## src/rtl/cmdfe_pkg.sv

```systemverilog
package cmdfe_pkg;
  localparam int OP_W = 8;
  localparam int ADDR_BIT = 3;
  localparam logic [OP_W-1:0] OPC_MASK = ~(OP_W'(1) << ADDR_BIT);

  localparam logic [OP_W-1:0] OPC_WREN  = 8'h06;
  localparam logic [OP_W-1:0] OPC_WRDI  = 8'h04;
  localparam logic [OP_W-1:0] OPC_RDSR  = 8'h05;
  localparam logic [OP_W-1:0] OPC_WRSR  = 8'h01;
  localparam logic [OP_W-1:0] OPC_READ  = 8'h03;
  localparam logic [OP_W-1:0] OPC_WRITE = 8'h02;

  typedef enum logic [2:0] {
    OP_NONE  = 3'd0,
    OP_WREN  = 3'd1,
    OP_WRDI  = 3'd2,
    OP_RDSR  = 3'd3,
    OP_WRSR  = 3'd4,
    OP_READ  = 3'd5,
    OP_WRITE = 3'd6
  } opKind_e;

  typedef enum logic [2:0] {
    ST_CMD,
    ST_WAIT,
    ST_HALT,
    ST_STAT,
    ST_ARRAY,
    ST_PROG
  } ctlState_e;

  typedef struct packed {
    logic clrShift;
    logic shiftIn;
    logic clrOut;
    logic loadStat;
    logic shiftOut;
  } dpStrobe_t;
endpackage

```

## src/rtl/cmdfe_dpath.sv

```systemverilog
module cmdfe_dpath
  import cmdfe_pkg::*;
(
  input  logic            clk,
  input  logic            rstN,
  input  dpStrobe_t       strobe,
  input  logic            serIn,
  input  logic [OP_W-1:0] statusWord,
  output opKind_e         decOp,
  output logic            decAddr,
  output logic            serOut
);
  logic [OP_W-1:0] shReg;
  logic [OP_W-1:0] nextByte;
  logic [OP_W-1:0] maskedByte;
  logic [OP_W-1:0] outReg;

  // Byte as it will stand once the current bit is taken
  assign nextByte   = {shReg[OP_W-2:0], serIn};
  assign maskedByte = nextByte & OPC_MASK;

  always_ff @(posedge clk or negedge rstN) begin
    if (!rstN) begin
      shReg <= '0;
    end else if (strobe.clrShift) begin
      shReg <= '0;
    end else if (strobe.shiftIn) begin
      shReg <= nextByte;
    end
  end

  always_comb begin
    case (maskedByte)
      OPC_WREN:  decOp = OP_WREN;
      OPC_WRDI:  decOp = OP_WRDI;
      OPC_RDSR:  decOp = OP_RDSR;
      OPC_WRSR:  decOp = OP_WRSR;
      OPC_READ:  decOp = OP_READ;
      OPC_WRITE: decOp = OP_WRITE;
      default:   decOp = OP_NONE;
    endcase
  end

  assign decAddr = nextByte[ADDR_BIT] & ((decOp == OP_READ) || (decOp == OP_WRITE));

  // Status output shifter, reloaded every OP_W bits
  always_ff @(posedge clk or negedge rstN) begin
    if (!rstN) begin
      outReg <= '0;
    end else if (strobe.clrOut) begin
      outReg <= '0;
    end else if (strobe.loadStat) begin
      outReg <= statusWord;
    end else if (strobe.shiftOut) begin
      outReg <= {outReg[OP_W-2:0], 1'b0};
    end
  end

  assign serOut = outReg[OP_W-1];
endmodule

```

## src/rtl/cmdfe_ctrl.sv

```systemverilog
module cmdfe_ctrl
  import cmdfe_pkg::*;
#(
  parameter int CNT_W = $clog2(OP_W)
) (
  input  logic      clk,
  input  logic      rstN,
  input  logic      selN,
  input  logic      serClk,
  input  logic      wpN,
  input  logic      lastDataBit,
  input  opKind_e   decOp,
  input  logic      decAddr,
  output dpStrobe_t strobe,
  output logic      execStb,
  output opKind_e   opKind,
  output logic      addrMsb,
  output logic      wel,
  output logic      progStart,
  output logic      serOutEn,
  output logic      devSelected
);
  localparam logic [CNT_W-1:0] LAST_CNT = CNT_W'(OP_W - 1);

  ctlState_e        state;
  logic             sclkQ;
  logic [CNT_W-1:0] bitCnt;
  logic [CNT_W-1:0] outCnt;
  logic             clkRise;
  logic             clkFall;
  logic             inCmd;
  logic             lastBit;
  logic             dataEnd;

  assign clkRise = serClk & ~sclkQ;
  assign clkFall = ~serClk & sclkQ;
  assign inCmd   = !selN && (state == ST_CMD);
  assign lastBit = inCmd && clkRise && (bitCnt == LAST_CNT);
  assign dataEnd = !selN && (state == ST_PROG) && lastDataBit;

  always_comb begin
    strobe.clrShift = selN;
    strobe.shiftIn  = inCmd && clkRise;
    strobe.clrOut   = selN;
    strobe.loadStat = !selN && (state == ST_STAT) && clkFall && (outCnt == '0);
    strobe.shiftOut = !selN && (state == ST_STAT) && clkFall && (outCnt != '0);
  end

  always_ff @(posedge clk or negedge rstN) begin
    if (!rstN) begin
      sclkQ <= 1'b0;
    end else begin
      sclkQ <= serClk;
    end
  end

  always_ff @(posedge clk or negedge rstN) begin
    if (!rstN) begin
      state   <= ST_CMD;
      bitCnt  <= '0;
      outCnt  <= '0;
      opKind  <= OP_NONE;
      addrMsb <= 1'b0;
      execStb <= 1'b0;
    end else begin
      execStb <= 1'b0;
      if (selN) begin
        state   <= ST_CMD;
        bitCnt  <= '0;
        outCnt  <= '0;
        opKind  <= OP_NONE;
        addrMsb <= 1'b0;
      end else begin
        case (state)
          ST_CMD: begin
            if (clkRise) begin
              bitCnt <= bitCnt + 1'b1;
            end
            if (lastBit) begin
              execStb <= (decOp != OP_NONE);
              opKind  <= decOp;
              addrMsb <= decAddr;
              case (decOp)
                OP_WREN, OP_WRDI: state <= ST_WAIT;
                OP_RDSR:          state <= ST_STAT;
                OP_READ:          state <= ST_ARRAY;
                OP_WRSR, OP_WRITE: state <= ST_PROG;
                default:          state <= ST_HALT;
              endcase
            end
          end
          ST_STAT: begin
            if (clkFall) begin
              outCnt <= outCnt + 1'b1;
            end
          end
          default: ;
        endcase
      end
    end
  end

  // Write enable latch: protect pin has top priority
  always_ff @(posedge clk or negedge rstN) begin
    if (!rstN) begin
      wel <= 1'b0;
    end else if (!wpN) begin
      wel <= 1'b0;
    end else if (lastBit && (decOp == OP_WREN)) begin
      wel <= 1'b1;
    end else if (lastBit && (decOp == OP_WRDI)) begin
      wel <= 1'b0;
    end else if (dataEnd) begin
      wel <= 1'b0;
    end
  end

  always_ff @(posedge clk or negedge rstN) begin
    if (!rstN) begin
      progStart <= 1'b0;
    end else begin
      progStart <= dataEnd && wel && wpN;
    end
  end

  assign serOutEn    = (state == ST_STAT);
  assign devSelected = !selN && (state != ST_HALT);
endmodule

```

## src/rtl/spi_mem_cmd_frontend.sv

```systemverilog
module spi_mem_cmd_frontend
  import cmdfe_pkg::*;
(
  input  logic       clk,
  input  logic       rstN,
  input  logic       selN,
  input  logic       serClk,
  input  logic       serIn,
  input  logic       wpN,
  input  logic       lastDataBit,
  input  logic       progBusy,
  output logic       serOut,
  output logic       serOutEn,
  output logic       execStb,
  output logic [2:0] opKind,
  output logic       addrMsb,
  output logic       wel,
  output logic       progPermit,
  output logic       progStart,
  output logic       devSelected
);
  dpStrobe_t       strobe;
  opKind_e         decOp;
  logic            decAddr;
  opKind_e         opKindQ;
  logic [OP_W-1:0] statusWord;

  assign statusWord = {{(OP_W-2){1'b0}}, wel, progBusy};

  cmdfe_ctrl u_ctrl (
    .clk         (clk),
    .rstN        (rstN),
    .selN        (selN),
    .serClk      (serClk),
    .wpN         (wpN),
    .lastDataBit (lastDataBit),
    .decOp       (decOp),
    .decAddr     (decAddr),
    .strobe      (strobe),
    .execStb     (execStb),
    .opKind      (opKindQ),
    .addrMsb     (addrMsb),
    .wel         (wel),
    .progStart   (progStart),
    .serOutEn    (serOutEn),
    .devSelected (devSelected)
  );

  cmdfe_dpath u_dpath (
    .clk        (clk),
    .rstN       (rstN),
    .strobe     (strobe),
    .serIn      (serIn),
    .statusWord (statusWord),
    .decOp      (decOp),
    .decAddr    (decAddr),
    .serOut     (serOut)
  );

  assign opKind     = opKindQ;
  assign progPermit = wel & wpN;
endmodule

```

## config.mk

```make
export PLATFORM = sky130hd
export DESIGN_NAME = spi_mem_cmd_frontend
export DESIGN_NICKNAME = d
export VERILOG_FILES = /design/src/rtl/cmdfe_pkg.sv /design/src/rtl/cmdfe_dpath.sv /design/src/rtl/cmdfe_ctrl.sv /design/src/rtl/spi_mem_cmd_frontend.sv
export SDC_FILE = /design/constraint.sdc
export NUM_CORES = 1
export LEC_CHECK = 0
export ABC_CLOCK_PERIOD_IN_PS = 2600
export BUFFER_PORTS_ARGS = -buffer_cell sky130_fd_sc_hd__buf_2
export CORE_UTILIZATION = 50
export DETAILED_ROUTE_END_ITERATION = 12
export PLACE_DENSITY = 0.76
export SYNTH_ARGS = -nofsm -noshare
export SYNTH_HDL_FRONTEND = slang
export SYNTH_HIERARCHICAL = 1
export SYNTH_SLANG_ARGS = --single-unit
```

## constraint.sdc

```tcl
create_clock -name clk -period 2.6 [get_ports clk]
set_clock_uncertainty 0.1 [all_clocks]
set_input_delay 0.13 -clock clk [delete_from_list [all_inputs] [get_ports clk]]
set_output_delay 0.13 -clock clk [all_outputs]
set_load 0.1 [all_outputs]
```

# Yosys cells after proc, flatten, opt, wreduce, memory -nomap -nowiden
# Index checks and enable logic that the tools add are counted.
[totals] mem_count=0 rom_bits=0 inputBits=8 latch_bits=0 wordCells=97 ram_bits=0 out_inout_bits=11 register_bits=32
[op_classes] bitwise=6 muxes=29 shifts=0 addsub=2 div=0 n_mul=0 reduce_logical=32 n_eq_ne=17 order_cmp=0
[op_table] op="$mux 3" count=12
[op_table] op="$mux 8" count=3
[op_table] op="$eq 7x3->1 const B" count=3
[op_table] op="$pmux 3 s6" count=1
[op_table] op="$eq 3x3->1 const B" count=5
[op_table] op="$eq 7x2->1 const B" count=2
[op_table] op="$logic_and 1x1->1" count=14
[op_table] op="$mux 7" count=2
[op_table] op="$pmux 3 s4" count=1
[op_table] op="$reduce_bool 2->1" count=6
[op_table] op="$mux 1" count=10
[op_table] op="$eq 3x2->1 const B" count=3
[op_table] op="$reduce_bool 3->1" count=3
[op_table] op="$eq 7x1->1 const B" count=1
[op_table] op="$add 3x1->3 const B" count=2
[op_table] op="$logic_not 3->1" count=2
[op_table] op="$reduce_and 2->1" count=3
[op_table] op="$and 1x1->1" count=4
[op_table] op="$ne 4x1->1 const B" count=1
[op_table] op="$reduce_or 2->1" count=2
[op_table] op="$eq 3x1->1 const B" count=1
[op_table] op="$ne 3x2->1 const B" count=1
[op_table] op="$not 1->1" count=2
[op_table] op="$logic_not 1->1" count=1
[op_table] op="$logic_or 1x1->1" count=1

# Logic depth before layout (Yosys ltp)
[logic_depth] ltp_word=8 depth_mapped=7 ltp_nobuf=6

# By module
# Netlist, hierarchy kept.
[by_module_without_submodules] module="cmdfe_ctrl" cells_each=94 instances=1 area_per_inst_um2=928.4 seq_area_each_um2=425.4
[by_module_without_submodules] module="cmdfe_dpath" cells_each=68 instances=1 area_per_inst_um2=750.7 seq_area_each_um2=375.4
[by_module_without_submodules] module="spi_mem_cmd_frontend" cells_each=2 instances=1 area_per_inst_um2=10.0 seq_area_each_um2=0.0

# Least setup slack after synthesis
# No wires, ideal clock.
[synth_timing] kind="flip-flop to output port" startpoint="reg u_ctrl.state[1]" endpoint="out devSelected" stages_incl_launch_ff=2 t_required_ns=2.370 arrival_ns=2.098 path_buffers=0 setup_slack_ns=0.272 path_cell_list="dfrtp_1 > a31oi_1"
[synth_between] elab_chain_len=2
[synth_rtl] item="start: declaration" line_no="cmdfe_ctrl.sv:25" text="ctlState_e state;"
[synth_rtl] item="start signal: assignment" line_no="cmdfe_ctrl.sv:59" text="state <= ST_CMD;"
[synth_rtl] item="start signal: assignment" line_no="cmdfe_ctrl.sv:68" text="state <= ST_CMD;"
[synth_rtl] item="start signal: assignment" line_no="cmdfe_ctrl.sv:84" text="OP_WREN, OP_WRDI: state <= ST_WAIT;"
[synth_rtl] item="$ne 3x2->1" line_no="cmdfe_ctrl.sv:127" text="assign devSelected = !selN && (state != ST_HALT);"
[synth_rtl] item="$logic_and 1x1->1" line_no="cmdfe_ctrl.sv:127"
[synth_rtl] item="end: declaration" line_no="spi_mem_cmd_frontend.sv:20" text="output logic devSelected"
# No other way between the ends.

# Final worst setup path
[layout_timing] startpoint="reg u_dpath.shReg[3]" endpoint="reg u_ctrl.state[0]"
[layout_between] elab_chain_len=8 word_cells_on_any_way=19 cone_classes="eq/ne (12); mux (5); reduce/logical (2)"
[layout_rtl] item="start: declaration" line_no="cmdfe_dpath.sv:13" text="logic [OP_W-1:0] shReg;"
[layout_rtl] item="start signal: assignment" line_no="cmdfe_dpath.sv:28" text="shReg <= nextByte;"
[layout_rtl] item="$eq 7x2->1, or another cell as far along" line_no="cmdfe_dpath.sv:33" text="case (maskedByte)"
[layout_rtl] item="$pmux 3 s6 *" line_no="cmdfe_dpath.sv:33"
[layout_rtl] item="net decOp[0]" line_no="spi_mem_cmd_frontend.sv:23" text="opKind_e decOp;"
[layout_rtl] item="$eq 3x3->1, or another cell as far along" line_no="cmdfe_ctrl.sv:83" text="case (decOp)"
[layout_rtl] item="$reduce_or 2->1" line_no="cmdfe_ctrl.sv:83"
[layout_rtl] item="$pmux 3 s4 *" line_no="cmdfe_ctrl.sv:83"
[layout_rtl] item="$mux 3 *" line_no="cmdfe_ctrl.sv:79" text="if (lastBit) begin"
[layout_rtl] item="$mux 3 *" line_no="cmdfe_ctrl.sv:74" text="case (state)"
[layout_rtl] item="$mux 3 *" line_no="cmdfe_ctrl.sv:67" text="if (selN) begin"
[layout_rtl] item="end signal: assignment" line_no="cmdfe_ctrl.sv:68"
[layout_rtl] item="end signal: assignment" line_no="cmdfe_ctrl.sv:84"
[layout_rtl] item="end signal: assignment" line_no="cmdfe_ctrl.sv:85" text="OP_RDSR: state <= ST_STAT;"
# Mark *: on every way through the listed nets, which the timed path passes. The rest lies on a longest branch. The select of a mux whose other input is x is not followed.
# A chain may end at the register's enable or synchronous reset.

==> results.tsv <==
stage	metric	value	unit
sta	final setup TNS	0	ps
sta	RSZ-0062 raised after global routing	false	
floorplan	initial core utilization	54.0	%
status	outcome	complete, no violations	
cells_and_area	register area	801	um2
clock_network	Clock transition at path regs	100	ps
global_routing	initial antenna violation count	0	
logic_synthesis	Synth cell types	37	
critical_path	Worst EP required	2740	ps
logic_synthesis	Synth area leaders	dfrtp_1 (47%), mux2i_1 (8.3%), nor2b_1 (5.6%), mux2_4 (3.6%), a211oi_1 (3.1%)	
drt	DR DRC count	0	
pwr	Clock power frac	39.3	%
worst_hold_path	Hold Crit Class	primary input to flop	
critical_path	worst setup path category	flop to flop	
pwr	Internal Power	725	uW
cells_and_area	area of the multi-input gates	828	um2
logic_synthesis	sequential fraction of the synthesis area	47.4	%
clock_network	clk buf depth	2	
critical_path	endpoint class of the critical path	flop	
critical_path	startpoint types	flop	
global_routing	global-route wire length before repair	5.68	mm
job	max_cap viols	0	
logic_synthesis	Ys Warns	6	
sta	final hold violation count	0	
global_routing	vias in the first global route	1308	
drt	antenna-violating nets left	0	
cells_and_area	Nets	205	
drt	DR vias	1254	
logic_synthesis	Post-Synthesis Cells	164	
sta	setup violators final	0	
logic_synthesis	flops & latches, synth	32	
drt	TritonRoute pass-1 iters	4	
cells_and_area	number of fill cells	258	
clock_network	Clock Latency Late Sink	340	ps
floorplan	Core Area	3130	um2
clock_network	total CTS buffers	5	
sta	Final min period	2170	ps
floorplan	die area	3610	um2
pwr	P_sw	218	uW
placement	Final Wtd Congestion	0.827	
pwr	P_leak	0.000903	uW
cells_and_area	number of diodes	0	
global_routing	GRT Util Overall	22.0	%
global_routing	total gr overflow	0	
sta	PnR worst setup slack	431	ps
clock_network	H-tree level count	2	
cells_and_area	Synth-to-Final Area Change	16.1	%
clock_network	TritonCTS clock tree	built	
drt	final wirelength	3.24	mm
logic_synthesis	Syn Area/Cell	10.3	um2
sta	Slew @ Worst Pin	688	ps
sta	fmax	0.461	GHz
floorplan	I/O pin total	19	
pwr	PwrDens	481	nW/um2
pwr	sw frac	23.1	%
clock_network	CTS Root Cell	clkbuf_4	
drt	Avg WL per Cell	13.6	um
sta	Pins Over Slew Limit	0	
clock_network	Clock Sinks	32	
placement	pre-CTS setup slack	501	ps
pwr	Combinational Power Share	7.4	%
drt	1st-iter DRT viols	54	
floorplan	Die W	60.1	um
cells_and_area	final core occ	62.7	%
pwr	sequential power share	53.4	%
sta	relative slew slack	54.2	%
logic_synthesis	dominant cell type by area after synthesis	dfrtp_1	
critical_path	worst-path fanout max	7	
floorplan	Core Rows	20	
floorplan	die height	60.1	um
critical_path	Worst EP arrival	2310	ps
sta	Final Cycle Share	83.4	%
pwr	worst vdd ir	0.301	mV
placement	PortBufs	18	
cells_and_area	layout cells sized above 1	21.1	%
placement	Post-DP HPWL	2.32	mm
logic_synthesis	Post-Syn Area	1690	um2
global_routing	largest net degree at the start of global routing	33	
drt	post-DR vias/cell	5.27	
logic_synthesis	Yosys top cell area share	47.4	%
==> path summary, 6_finish.rpt <==
kind / end / depth (start not counted) / slack, ps / from
min in group asynchronous: u_dpath/outReg[4]$_DFFE_PN0P_ / 2 / 270 / rstN
hold reg to reg: u_dpath/shReg[6]$_DFFE_PN0P_ / 2 / 460 / u_dpath/shReg[6]$_DFFE_PN0P_
setup reg to reg: u_ctrl/state[0]$_DFFE_PN0P_ / 5 / 430 / u_dpath/shReg[3]$_DFFE_PN0P_
max in group asynchronous: u_ctrl/state[0]$_DFFE_PN0P_ / 2 / 1680 / rstN
hold / removal: u_dpath/shReg[0]$_DFFE_PN0P_ / 3 / 40 / serIn
setup / recovery: u_ctrl/state[0]$_DFFE_PN0P_ / 5 / 430 / u_dpath/shReg[3]$_DFFE_PN0P_
==> synthesized netlist by cell type <==
library cell  count
or3_1             1
or3_2             1
buf_2             2
a21o_1            1
mux2i_1          14
and4b_1           1
nand4bb_1         1
nor2_1           11
conb_1            1
o22ai_1           2
mux2_2            1
or4_4             1
nand3b_1          1
buf_1             1
or3b_2            2
buf_6             1
or2_1             1
dfrtp_1          32
nand2_1           6
a311oi_2          1
xnor2_1           1
buf_4             3
o21ai_0           6
and2_1            1
nor3_1            6
a21oi_1           9
a211oi_1          7
clkbuf_1          3
a31oi_1           1
inv_1             7
nor4_1            3
nand2b_1          5
o32ai_1           1
nor2b_1          15
mux2_4            4
nand3_1           6
ha_1              4
==> cell usage in the layout (no fill, tap or decap), types with 2 or more instances in the layout <==
cell type	n
inv_1	7
o21ai_0	6
clkbuf_4	5
nand2_1	6
nor4_1	2
nand3_1	6
or3b_2	2
a211oi_1	7
nor2_1	11
a21oi_1	9
nor3_1	6
ha_1	4
conb_1	6
buf_4	4
nand2b_1	5
dfrtp_1	32
o22ai_1	2
dlygate4sd3_1	5
mux2i_1	14
mux2_4	4
buf_2	18
nor2b_1	15
==> worst max-delay path, stage by stage (launching register included) <==
cell      delay (ps)
dfrtp_1          410
or4_4            570
a311oi_2         460
nor3_1           160
a21o_1           190
o21ai_0          180
==> routing by layer <==
metal,up-vias,global-route usage [%],wire length (um)
met5,-,0,0
met4,0,9.97,34
met3,4,6.49,152
met2,26,36.1,1630
met1,601,26.3,1420
li1,623,-,-
==> through the flow <==
step	hold slack, ps	instances	total power [uW]	area, um2
after global routing	31.8	238	995	1960
final	35.2	238	943	1960
after CTS	27.1	238	958	1960
after detailed placement	115	225	578	1830
after global placement	109	225	576	1830
after floorplan	-266	169	553	1710
==> repair_timing <==
action,4_1_cts,5_1_grt
resized for setup,0,0
setup endpoints to repair,0,0
hold buffers,5,0
setup buffers,0,0
hold endpoints to repair,36,0
==> kinds of logic after synthesis <==
logic type | after synthesis | share of synthesized area (%)
muxes | 19 | 12.5
xor gates and xnor gates | 1 | 0.519
DFF | 32 | 47.4
buffers and inverters | 17 | 5.04
adders and majority gates | 4 | 2.96
other | 1 | 0.222
AOI/OAI and AO/OA | 28 | 10.5
and+or+nand+nor | 62 | 20.8
==> layout make-up <==
cell class	instances	area share [%]
sequential	32	40.8
clock inverter	3	2.17
multi-input combinational	120	42.2
inverter	7	1.34
clock buffer	5	1.91
tap	44	2.81
timing repair buffer	27	8.68
==> registers in the layout, summed over array words and instances, names as in the netlist, 3 cells and up <==
name            flops
u_ctrl/outCnt       3
u_ctrl/bitCnt       3
u_dpath/shReg       7
u_dpath/outReg      8
u_ctrl/opKind       3
u_ctrl/state        3
==> power groups by stage <==
stage               Combinational, uW  Clock [uW]  Sequential (uW)
floorplan                        40.4           0              512
global placement                 62.9           0              513
detailed placement               64.7           0              513
CTS                              69.5         386              503
global route                     77.0         414              504
finish                           69.3         371              503
No activity file was read; power rests on OpenSTA's default activity.
